<file path="src/rtl/dma_cnt_pkg.sv">
package dma_cnt_pkg;
  localparam int BYTE_W = 8;
  localparam int LEN_W  = 8;
  localparam int BLK_W  = 16;
  localparam int TOT_W  = LEN_W + BLK_W;
  localparam int NB     = TOT_W / BYTE_W;

  typedef enum logic [1:0] {
    MODE_SINGLE = 2'b00,
    MODE_SUCC   = 2'b01,
    MODE_BLOCK  = 2'b10,
    MODE_RSVD   = 2'b11
  } xfer_mode_e;
endpackage

</file>
<file path="src/rtl/dma_cnt_byte.sv">
module dma_cnt_byte #(
  parameter int W = 8
) (
  input  logic         clk_i,
  input  logic         rst_ni,
  input  logic         we_i,
  input  logic [W-1:0] wd_i,
  input  logic         ld_i,
  input  logic [W-1:0] nd_i,
  output logic [W-1:0] q_o
);
  // write overrides the decrement per byte
  always_ff @(posedge clk_i or negedge rst_ni) begin
    if (!rst_ni)   q_o <= '0;
    else if (we_i) q_o <= wd_i;
    else if (ld_i) q_o <= nd_i;
  end
endmodule

</file>
<file path="src/rtl/dma_cnt_step.sv">
module dma_cnt_step
  import dma_cnt_pkg::*;
(
  input  logic [TOT_W-1:0] cur_i,
  input  logic [LEN_W-1:0] shadow_i,
  input  logic             blk_mode_i,
  output logic [TOT_W-1:0] nxt_o,
  output logic             blk_end_o,
  output logic             last_o
);
  logic [LEN_W-1:0] len;
  logic [BLK_W-1:0] blk;

  assign len = cur_i[LEN_W-1:0];
  assign blk = cur_i[TOT_W-1:LEN_W];

  always_comb begin
    if (blk_mode_i) begin
      blk_end_o = (len == LEN_W'(1));
      last_o    = blk_end_o && (blk == BLK_W'(1));
      nxt_o[LEN_W-1:0]     = blk_end_o ? shadow_i : len - LEN_W'(1);
      nxt_o[TOT_W-1:LEN_W] = blk_end_o ? blk - BLK_W'(1) : blk;
    end else begin
      blk_end_o = 1'b0;
      last_o    = (cur_i == TOT_W'(1));
      nxt_o     = cur_i - TOT_W'(1);
    end
  end
endmodule

</file>
<file path="src/rtl/dma_cnt_ctrl.sv">
module dma_cnt_ctrl
  import dma_cnt_pkg::*;
(
  input  logic       clk_i,
  input  logic       rst_ni,
  input  logic [1:0] mode_i,
  input  logic       start_i,
  input  logic       unit_i,
  input  logic       blk_end_i,
  input  logic       last_i,
  output logic       fire_o,
  output logic       blk_mode_o,
  output logic       block_done_o,
  output logic       xfer_done_o
);
  logic       active_q;
  xfer_mode_e mode_q;

  // a strobe coinciding with start is dropped
  assign fire_o     = unit_i && active_q && !start_i;
  assign blk_mode_o = (mode_q == MODE_BLOCK);

  always_ff @(posedge clk_i or negedge rst_ni) begin
    if (!rst_ni) begin
      active_q     <= 1'b0;
      mode_q       <= MODE_SINGLE;
      block_done_o <= 1'b0;
      xfer_done_o  <= 1'b0;
    end else begin
      block_done_o <= fire_o && blk_end_i;
      if (start_i) begin
        active_q    <= 1'b1;
        mode_q      <= xfer_mode_e'(mode_i);
        xfer_done_o <= 1'b0;
      end else if (fire_o && last_i) begin
        active_q    <= 1'b0;
        xfer_done_o <= 1'b1;
      end
    end
  end
endmodule

</file>
<file path="src/rtl/dma_count_unit.sv">
module dma_count_unit
  import dma_cnt_pkg::*;
(
  input  logic        clk_i,
  input  logic        rst_ni,
  input  logic        wr_en_i,
  input  logic        wr_sel_i,
  input  logic [1:0]  wr_be_i,
  input  logic [15:0] wr_data_i,
  input  logic [1:0]  mode_i,
  input  logic        start_i,
  input  logic        unit_i,
  output logic [15:0] cnt_reg_o,
  output logic [15:0] ctl_reg_o,
  output logic        block_done_o,
  output logic        xfer_done_o
);
  logic [TOT_W-1:0] cnt_q, cnt_nxt;
  logic [LEN_W-1:0] shadow_q;
  logic [NB-1:0]    we_b;
  logic             fire, blk_mode, blk_end, last;

  // byte i lives in word i/2, lane i%2
  for (genvar i = 0; i < NB; i++) begin : g_byte
    assign we_b[i] = wr_en_i && (wr_sel_i == 1'(i / 2)) && wr_be_i[i % 2];
    dma_cnt_byte #(.W(BYTE_W)) u_byte (
      .clk_i  (clk_i),
      .rst_ni (rst_ni),
      .we_i   (we_b[i]),
      .wd_i   (wr_data_i[(i % 2) * BYTE_W +: BYTE_W]),
      .ld_i   (fire),
      .nd_i   (cnt_nxt[i * BYTE_W +: BYTE_W]),
      .q_o    (cnt_q[i * BYTE_W +: BYTE_W])
    );
  end

  always_ff @(posedge clk_i or negedge rst_ni) begin
    if (!rst_ni)      shadow_q <= '0;
    else if (we_b[0]) shadow_q <= wr_data_i[LEN_W-1:0];
  end

  dma_cnt_step u_step (
    .cur_i      (cnt_q),
    .shadow_i   (shadow_q),
    .blk_mode_i (blk_mode),
    .nxt_o      (cnt_nxt),
    .blk_end_o  (blk_end),
    .last_o     (last)
  );

  dma_cnt_ctrl u_ctrl (
    .clk_i        (clk_i),
    .rst_ni       (rst_ni),
    .mode_i       (mode_i),
    .start_i      (start_i),
    .unit_i       (unit_i),
    .blk_end_i    (blk_end),
    .last_i       (last),
    .fire_o       (fire),
    .blk_mode_o   (blk_mode),
    .block_done_o (block_done_o),
    .xfer_done_o  (xfer_done_o)
  );

  assign cnt_reg_o = cnt_q[15:0];
  assign ctl_reg_o = {8'h00, cnt_q[23:16]};
endmodule

</file>
<file path="config.mk">
export PLATFORM = sky130hd
export DESIGN_NAME = dma_count_unit
export DESIGN_NICKNAME = d
export VERILOG_FILES = /design/src/rtl/dma_cnt_pkg.sv /design/src/rtl/dma_cnt_byte.sv /design/src/rtl/dma_cnt_step.sv /design/src/rtl/dma_cnt_ctrl.sv /design/src/rtl/dma_count_unit.sv
export SDC_FILE = /design/constraint.sdc
export NUM_CORES = 1
export LEC_CHECK = 0
export BUFFER_PORTS_ARGS = -buffer_cell sky130_fd_sc_hd__buf_2
export CORE_MARGIN = 2
export CORE_UTILIZATION = 43
export CTS_CLUSTER_DIAMETER = 100
export DETAILED_ROUTE_END_ITERATION = 16
export GPL_TIMING_DRIVEN = 1
export PLACE_DENSITY = 0.67
export SETUP_SLACK_MARGIN = 0.4
export SLEW_MARGIN = 15
export SYNTH_ARGS = -nofsm -noshare
export SYNTH_HDL_FRONTEND = slang
export SYNTH_SLANG_ARGS = --single-unit
</file>
<file path="constraint.sdc">
create_clock -name clk_i -period 2.7 [get_ports clk_i]
set_input_delay 0.27 -clock clk_i [delete_from_list [all_inputs] [get_ports clk_i]]
set_output_delay 0.27 -clock clk_i [all_outputs]
set_load 0.005 [all_outputs]
</file>
* After elaboration in Yosys (flattened, before gate mapping) *
Cells that the tools add are included.

word-level totals
  bits in registers = 37
  input bits = 26
  output and inout port bits = 34
  word-level logic and storage cells = 50

operators by class
  add/sub/neg operators = 3
  eq/ne operators = 6
  mux-type cells = 15
  bitwise operators = 1
  reduce and logical (&&, ||, !) cells = 17

operator list
  operator               number
  $mux 8                 7
  $eq 24x1->1 const B    1
  $mux 24                1
  $sub 24x1->24 const B  1
  $eq 16x1->1 const B    1
  $mux 16                1
  $sub 16x1->16 const B  1
  $logic_and 1x1->1      10
  $eq 8x1->1 const B     1
  $reduce_bool 2->1      4
  $sub 8x1->8 const B    1
  $mux 1                 6
  $ne 3x1->1 const B     2
  $reduce_and 2->1       2
  $eq 2x2->1 const B     1
  $logic_not 1->1        1
  $not 1->1              1

* Longest topological paths before layout *
Gate-level depths: netlist of the first run.

  depth in word-level cells = 6
  gate-level depth with buffers = 8
  gate-level depth less buffers = 7

* Cells and area by module *
From an unflattened synthesis of the first run, not the netlist that was laid out.

second synthesis, totals
  cell total of the unflattened synthesis = 254
  area total of the unflattened synthesis = 2,441.1 sq um

by module, submodules not included
  module          times used  cells an instance  area each (sq um)  seq. area each (sq um)
  dma_cnt_byte    3           34                 372.9              200.2
  dma_cnt_step    1           108                735.7              0.0
  dma_count_unit  1           29                 395.4              200.2
  dma_cnt_ctrl    1           15                 191.4              125.1

* Least setup slack after synthesis of the first run *
OpenSTA, ideal clock, no wires.

  path kind = register to register
  from = register g_byte[0].u_byte.q_o[0]
  to = register g_byte[2].u_byte.q_o[4]
  setup time = 0.124 ns
  arrival = 2.058 ns
  required time = 2.576 ns
  slack = 0.518 ns
  stages on the path, launching flop included = 8
  buffers on the path = 0
  period minus slack after synthesis = 2.182 ns
  cell sequence = dfrtp_1 inv_1 ha_1 nor3b_1 a211oi_1 nor4_2 a21oi_1 o31a_1

on the way
  word-level cells in the longest chain between the ends = 4
  elaborated cells between the ends (all ways) = 7
  those cells by class = add/sub: 1; eq/ne: 2; mux: 3; reduce/logical: 1

ends and longest elaborated chain
  what                    line                source
  from (decl)             dma_cnt_byte.sv:10  output logic [W-1:0] q_o
  from (signal assigned)  dma_cnt_byte.sv:15  else if (we_i) q_o <= wd_i;
  from (signal assigned)  dma_cnt_byte.sv:16  else if (ld_i) q_o <= nd_i;
  $sub 24x1->24           dma_cnt_step.sv:26  nxt_o = cur_i - TOT_W'(1);
  $mux 24                 dma_cnt_step.sv:18  if (blk_mode_i) begin
  $mux 8                  dma_cnt_byte.sv:16
  $mux 8                  dma_cnt_byte.sv:15
  to (signal assigned)    dma_cnt_byte.sv:15
  to (signal assigned)    dma_cnt_byte.sv:16
  to (decl)               dma_cnt_byte.sv:10

Several ways; a longest one is shown, not always the timed one. The select of a mux whose other input is x is not followed.
A chain may end at the register's enable or synchronous reset.

* Final worst setup path of the first run *
  from = register g_byte[0].u_byte.q_o[1]
  to = register g_byte[1].u_byte.q_o[4]

on the way
  word-level cells in the longest chain between the ends = 4
  elaborated cells between the ends (all ways) = 7
  those cells by class = add/sub: 1; eq/ne: 2; mux: 3; reduce/logical: 1

ends and longest elaborated chain
  what                  line
  $sub 24x1->24         dma_cnt_step.sv:26
  $mux 24               dma_cnt_step.sv:18
  $mux 8                dma_cnt_byte.sv:16
  $mux 8                dma_cnt_byte.sv:15
  to (signal assigned)  dma_cnt_byte.sv:15
  to (signal assigned)  dma_cnt_byte.sv:16
  to (decl)             dma_cnt_byte.sv:10

Several ways; a longest one is shown, not always the timed one. The select of a mux whose other input is x is not followed.

==> results of run 1 <==
==> flip-flops by register name, indices dropped and copies added (netlist names) <==
name and count:
g_byte.u_byte.q_o 24, u_ctrl.mode_q 2, u_ctrl.block_done_o 1, u_ctrl.xfer_done_o 1
shadow_q 8, u_ctrl.active_q 1
==> through the flow <==
stage	utilization, %	total power [W]
after global routing	52.1	0.00169
final	52.1	0.00159
after floorplan	-	0.00104
after global placement	50.4	0.00120
after CTS	52.0	0.00160
after detailed placement	50.4	0.00122
==> worst max-delay path, stage by stage (launching register included) <==
cell	delay (ps)
dfrtp_1	430
inv_1	100
ha_1	140
nor3b_2	360
a21oi_1	270
nor4_4	450
mux2i_1	120
or2_1	230
==> layer usage <==
layer | up-vias | wire, um | track usage (%)
li1 | 994 | - | -
met1 | 980 | 2630 | 25.5
met2 | 49 | 2570 | 31.4
met3 | 8 | 220 | 4.03
met4 | 0 | 83 | 6.18
met5 | - | 0 | 0
==> cells by family after synthesis <==
kind of cell | after synthesis | synth area share [%]
buf+inv | 26 | 5.65
other cells | 1 | 0.166
fa+ha+maj | 5 | 2.77
mux | 8 | 3.77
xor+xnor | 10 | 3.88
simple gates | 118 | 28.1
compound gates | 52 | 14.7
flops | 37 | 41.0
==> cells in the mapped netlist (all sizes together) (2+ instances only) <==
master / instances / area [um2]
nor3b: 3 / 27.5
a21o: 3 / 22.5
o21a: 3 / 22.5
nand3b: 4 / 30.0
or3: 2 / 12.5
o21ai: 18 / 90.1
a2bb2oi: 3 / 26.3
nand2b: 3 / 18.8
mux2i: 4 / 40.0
nor4: 12 / 111
nand2: 49 / 184
xnor2: 10 / 87.6
nor2: 15 / 56.3
clkbuf: 8 / 30.0
nand3: 3 / 15.0
nand4b: 2 / 17.5
o31a: 2 / 17.5
dfrtp: 37 / 926
ha: 5 / 62.6
or2: 3 / 18.8
inv: 9 / 33.8
mux2: 4 / 45.0
nand4: 2 / 12.5
and4b: 2 / 20.0
and3b: 3 / 26.3
buf: 9 / 63.8
nor2b: 3 / 18.8
o221ai: 2 / 17.5
a211oi: 3 / 22.5
o31ai: 3 / 22.5
nor3: 8 / 40.0
and3: 2 / 12.5
a21oi: 9 / 45.0
==> power breakdown <==
part           internal [W]  leakage, nW  switching [W]  total, W
clock network      0.000179       0.0450       0.000196  0.000375
logic              0.000210        0.698       0.000232  0.000443
registers          0.000646        0.442       0.000122  0.000768
total               0.00104         1.18       0.000550   0.00159
==> worst min path at each step <==
stage | startpoint | to | slack, ps | cells past startpoint
6_report | rst_ni | shadow_q[4] | 80 | 1
3_3_place_gp | rst_ni | g_byte[0].u_byte.q_o[3] | 420 | 1
4_1_cts | rst_ni | g_byte[2].u_byte.q_o[1] | 110 | 1
3_5_place_dp | rst_ni | shadow_q[3] | 430 | 1
2_1_floorplan | rst_ni | g_byte[0].u_byte.q_o[0] | -30 | 0
5_1_grt | rst_ni | g_byte[0].u_byte.q_o[3] | 140 | 1
==> final cells by class <==
type                    count  area (um2)
fillers                   507        2430
multi-input cells         201        1240
flip-flops and latches     37         926
repair buffers             54         278
well taps                  70        87.6
clock buffers               6        72.6
inverters                   9        33.8
clock inverters             2        10.0
==> reports/qor.txt, run 1 <==
Max_cap viols = 0
Outcome = finished clean
Commonest cells after routing, fill and taps aside = buf_2 (51), nand2_1 (49), dfrtp_1 (37), nor2_1 (15), o21ai_0 (12)
Core ar. = 5070 um2
Post-synthesis cell count = 257
R2R cell count = 7
Worst Path Arrival = 2390 ps
Tmin final = 2210 ps
Critical path endpoint category = flop
Final wirelength = 5510 um
Share of cells above drive strength 1 = 23.3%
Post-place setup slack = 492 ps
RR Endpoint = g_byte[1].u_byte.q_o[4]
Detailed-route via count = 2,031
Die area = 5850 um2
Worst Path Required = 2880 ps
Most common cell after layout, fill and taps aside = buf_2
Worst slew pin tran = 828 ps
Setup Viol. Count Final = 0
CP endpoint = g_byte[1].u_byte.q_o[4]
Final hold vios = 0
H-Tree Level Count = 2
Worst Setup SP = g_byte[0].u_byte.q_o[1]
Post-detail-place hpwl = 4150 um
Total setup buffers inserted after CTS = 0
Slew Viols, Final = 0
Share of flip-flops with an asynchronous set or reset = 100%
Post-CTS Hold Buffers = 0
Clock sinks = 37
GPL Wtd Cong = 0.838
Layout Cells excl Fill = 379
Max transition margin = 44.8%
Number of global-route vias before repair = 1,817
Area growth syn-to-layout = 17.1%
WL per Instance = 14.5 um
Die Y = 76.5 um
DRT Pass-1 Iters = 4
Synth Register Bits = 37
RSZ-0062 raised after global routing = true
Antenna Cells = 0
First-pass GRT wire length = 8990 um
Pleak = 1.18 nW
Post_cts resized = 0
Width of the die = 76.5 um
# nets final = 339
TritonCTS clock tree = built
Distinct cells, synth = 48
Number of synthesized flops with an enable pin = 0
Top FF cell, synth = dfrtp_1
Achievable Freq = 453 MHz
Reg2Reg Launch Point = g_byte[0].u_byte.q_o[1]
Post-DRT Antenna Nets = 0
Hold WC Path Type = input pin to asynchronous set/reset pin
Layout Skew = 6.50 ps
Num rows = 26
Pwr Density = 599 nW/um2
Reg clk slew, reported paths = 70 ps
CTS root buffer = clkbuf_8
Share of the yosys chip area belonging to registers = 41.0%
Pin count of the biggest net entering global routing = 38
Final instance area = 2650 um2
All-Layer GR Usage = 19.2%
DRC = 0
WS Path Type = flop to flop
DRT iter0 DRCs = 91
Antenna violations before repair = 0
Placed cell areas = 2560 um2
Number of placed I/O pins = 60
Peak VDD IR = 0.000309 V
Setup TNS = 0 ps
Via/cell ratio = 5.36
Post-placement cell count = 371
Reg2Reg Setup Slack = 490 ps
Avg Synthesized Cell Area = 8.79 um2
Synth warn = 0
Hold_ws = 79.3 ps
Max clock buf depth = 2
Port Buffers = 51
Worst-skew pair later-pin latency = 290 ps
Starting density of the core = 44.5%
Tcrit/Tclk final = 81.7%
Type of origin of the critical path = flop
Grt total ovfl = 0
Crit-path max FO = 6
Mapped Area = 2260 um2
Post-layout worst setup margin = 494 ps
TritonCTS Buffers = 5
Power figures use the tool's default switching activity.
==> run 2, diff against run 1 <==
--- a/config.mk
+++ b/config.mk
@@ -11,7 +11,7 @@
 export CTS_CLUSTER_DIAMETER = 100
 export DETAILED_ROUTE_END_ITERATION = 16
 export GPL_TIMING_DRIVEN = 1
-export PLACE_DENSITY = 0.67
+export PLACE_DENSITY = 0.7
 export SETUP_SLACK_MARGIN = 0.4
 export SLEW_MARGIN = 15
 export SYNTH_ARGS = -nofsm -noshare
==> constraint.sdc (replaced) <==
create_clock -name clk_i -period 1.94 [get_ports clk_i]
set_input_delay 0.194 -clock clk_i [delete_from_list [all_inputs] [get_ports clk_i]]
set_output_delay 0.194 -clock clk_i [all_outputs]
set_load 0.005 [all_outputs]
==> run 2 against run 1 <==
Against the previous run:
- the run now ends with setup timing left
- total power is 69% higher
- global-route usage is 5.6 points higher
- fmax is 9.7% higher
- utilization is 15 points higher
- sequential share of layout area is 7.9 points lower
- clock power is 49% higher
- cell count is 13% higher
- register-to-register slack worse by 570 ps
- combinational power is 140% higher
- clock-buffer cell count is 2 higher
- first-iteration DRC count is 120% higher
- clock skew is 0.69 ps higher
- critical endpoint is now g_byte[1].u_byte.q_o[2]
- largest cell class unchanged
==> reports/qor.txt, run 2 (synthesis gave the netlist of run 1 again) <==
Outcome = finished, violations left
Failing checks = setup timing
TritonCTS Buffers = 5
TritonCTS clock tree = built
Leading registers by flop count = g_byte.u_byte.q_o x24, shadow_q x8, u_ctrl.mode_q x2
Share of cells above drive strength 1 = 45.3%
Starting density of the core = 44.5%
Hold path start = wr_data_i[9]
Post-detail-place hpwl = 4480 um
Commonest cells after routing, fill and taps aside = buf_2 (51), nand2_1 (47), buf_4 (36), dfrtp_1 (33)
Layout Skew = 7.19 ps
DRC = 0
Post-layout worst setup margin = -71.8 ps
Via/cell ratio = 5.54
Detailed-route via count = 2,372
Die area = 5850 um2
Num rows = 26
Die Y = 76.5 um
Final instance area = 3430 um2
First-pass GRT wire length = 11,400 um
Reg clk slew, reported paths = 80 ps
Final hold vios = 0
Worst Setup SP = g_byte[0].u_byte.q_o[1]
Tcrit/Tclk final = 104%
Max FFs per register = 24
Area growth syn-to-layout = 51.9%
Worst-skew pair later-pin latency = 290 ps
Max transition margin = 61.1%
Port Buffers = 51
Hold WC Path Type = input pin to flop
Final wirelength = 7480 um
Met1 Wirelength = 3000 um
RSZ-0062 raised after global routing = true
Number of placed I/O pins = 60
Antenna Cells = 0
Tmin final = 2010 ps
Slew Viols, Final = 0
DRT Pass-1 Iters = 5
Antenna violations before repair = 0
Worst Path Arrival = 2160 ps
Grt total ovfl = 0
Worst Path Required = 2090 ps
Core ar. = 5070 um2
Met2 wire length = 3770 um
Setup TNS = -154 ps
DRT iter0 DRCs = 202
CTS root buffer = clkbuf_8
# nets final = 388
Placed cell areas = 2770 um2
Setup Viol. Count Final = 4
Most common cell after layout, fill and taps aside = buf_2
H-Tree Level Count = 2
R2R cell count = 10
# fillers = 391
Max Used Layer = met4
Post-layout util = 67.6%
Width of the die = 76.5 um
Power, Total = 0.00268 W
Clock sinks = 37
WS Path Type = flop to flop
GPL Wtd Cong = 0.830
Crit-path max FO = 5
Critical path endpoint category = flop
Reg2Reg Launch Point = g_byte[0].u_byte.q_o[1]
Largest register by flop count = g_byte.u_byte.q_o
Worst slew pin tran = 584 ps
DR WL met3 = 439 um
Pleak = 1.59 nW
Post-DRT Antenna Nets = 0
Max clock buf depth = 2
Max_cap viols = 0
Pin count of the biggest net entering global routing = 18
Type of origin of the critical path = flop
Reg2Reg Setup Slack = -70 ps
Pwr Density = 782 nW/um2
All-Layer GR Usage = 24.8%
Post-place setup slack = -70.0 ps
Achievable Freq = 497 MHz
CP endpoint = g_byte[1].u_byte.q_o[2]
Peak VDD IR = 0.000348 V
WL per Instance = 17.5 um
Number of global-route vias before repair = 2,314
RR Endpoint = g_byte[1].u_byte.q_o[2]
==> run 2: cell types whose count changed in the layout (fill, tap and decap cells not counted), moves of 3 or more <==
| cell | change |
|---|---|
| nor2_1 | -3 |
| nor3_1 | -5 |
| dfrtp_2 | +4 |
| buf_6 | +13 |
| dfrtp_1 | -4 |
| a21oi_1 | -4 |
| o21ai_1 | +7 |
| nor4_1 | -6 |
| nor4_4 | +6 |
| buf_4 | +33 |
| o21ai_0 | -8 |
| nor3_4 | +3 |
| a21oi_2 | +3 |
==> run 2: worst min-delay path by stage <==
stage	endpoint	slack, ps	cells after the start
after global placement	g_byte[1].u_byte.q_o[6]	90	1
after CTS	g_byte[1].u_byte.q_o[1]	100	3
after detailed placement	g_byte[2].u_byte.q_o[4]	90	1
after global routing	g_byte[1].u_byte.q_o[1]	100	3
final	g_byte[1].u_byte.q_o[1]	100	3
after floorplan	g_byte[0].u_byte.q_o[0]	-100	0
==> run 2: critical path, stage by stage, from the launching register on <==
cell and delay, ps:
dfrtp_1 410, inv_2 120, ha_4 140, nor3b_4 170, buf_6 150, a21oi_4 90
nor4_4 280, buf_4 180, buf_4 120, xnor2_1 130, o21ai_1 100
==> run 2: what timing repair did <==
action / CTS / global route
setup endpoints to repair: 27 / 27
resized for setup: 52 / 20
pin swaps: 29 / 35
endpoints found under the hold margin: 8 / 0
buffers inserted: 21 / 9
hold buffers: 1 / 0
==> run 2: cell type report <==
cell class / count / area, um2 / share of cell area [%]
clock buffer: 8 / 90.1 / 2.62
tap: 70 / 87.6 / 2.55
timing repair buffer: 103 / 722 / 21.0
sequential: 37 / 931 / 27.1
inverter: 9 / 33.8 / 0.984
multi-input combinational: 201 / 1570 / 45.7
==> run 2: per-layer routing <==
| metal | up-vias | GRT usage [%] |
|---|---|---|
| li1 | 1097 | - |
| met1 | 1132 | 31.3 |
| met2 | 121 | 40.4 |
| met3 | 22 | 4.38 |
| met4 | 0 | 13.6 |
| met5 | - | 0 |
==> run 2: report_power, final <==
part           switching (W)  total (W)  internal [W]
Combinational       0.000524    0.00105      0.000523
Clock               0.000270   0.000560      0.000290
Sequential          0.000173    0.00108      0.000904
Total               0.000967    0.00268       0.00172
==> run 2: through the flow <==
| stage | std cells | hold slack (ps) |
|---|---|---|
| finish | 428 | 98.4 |
| global route | 428 | 102 |
| CTS | 419 | 97.4 |
| detailed placement | 389 | 89.0 |
| global placement | 389 | 92.9 |
| floorplan | 264 | -102 |
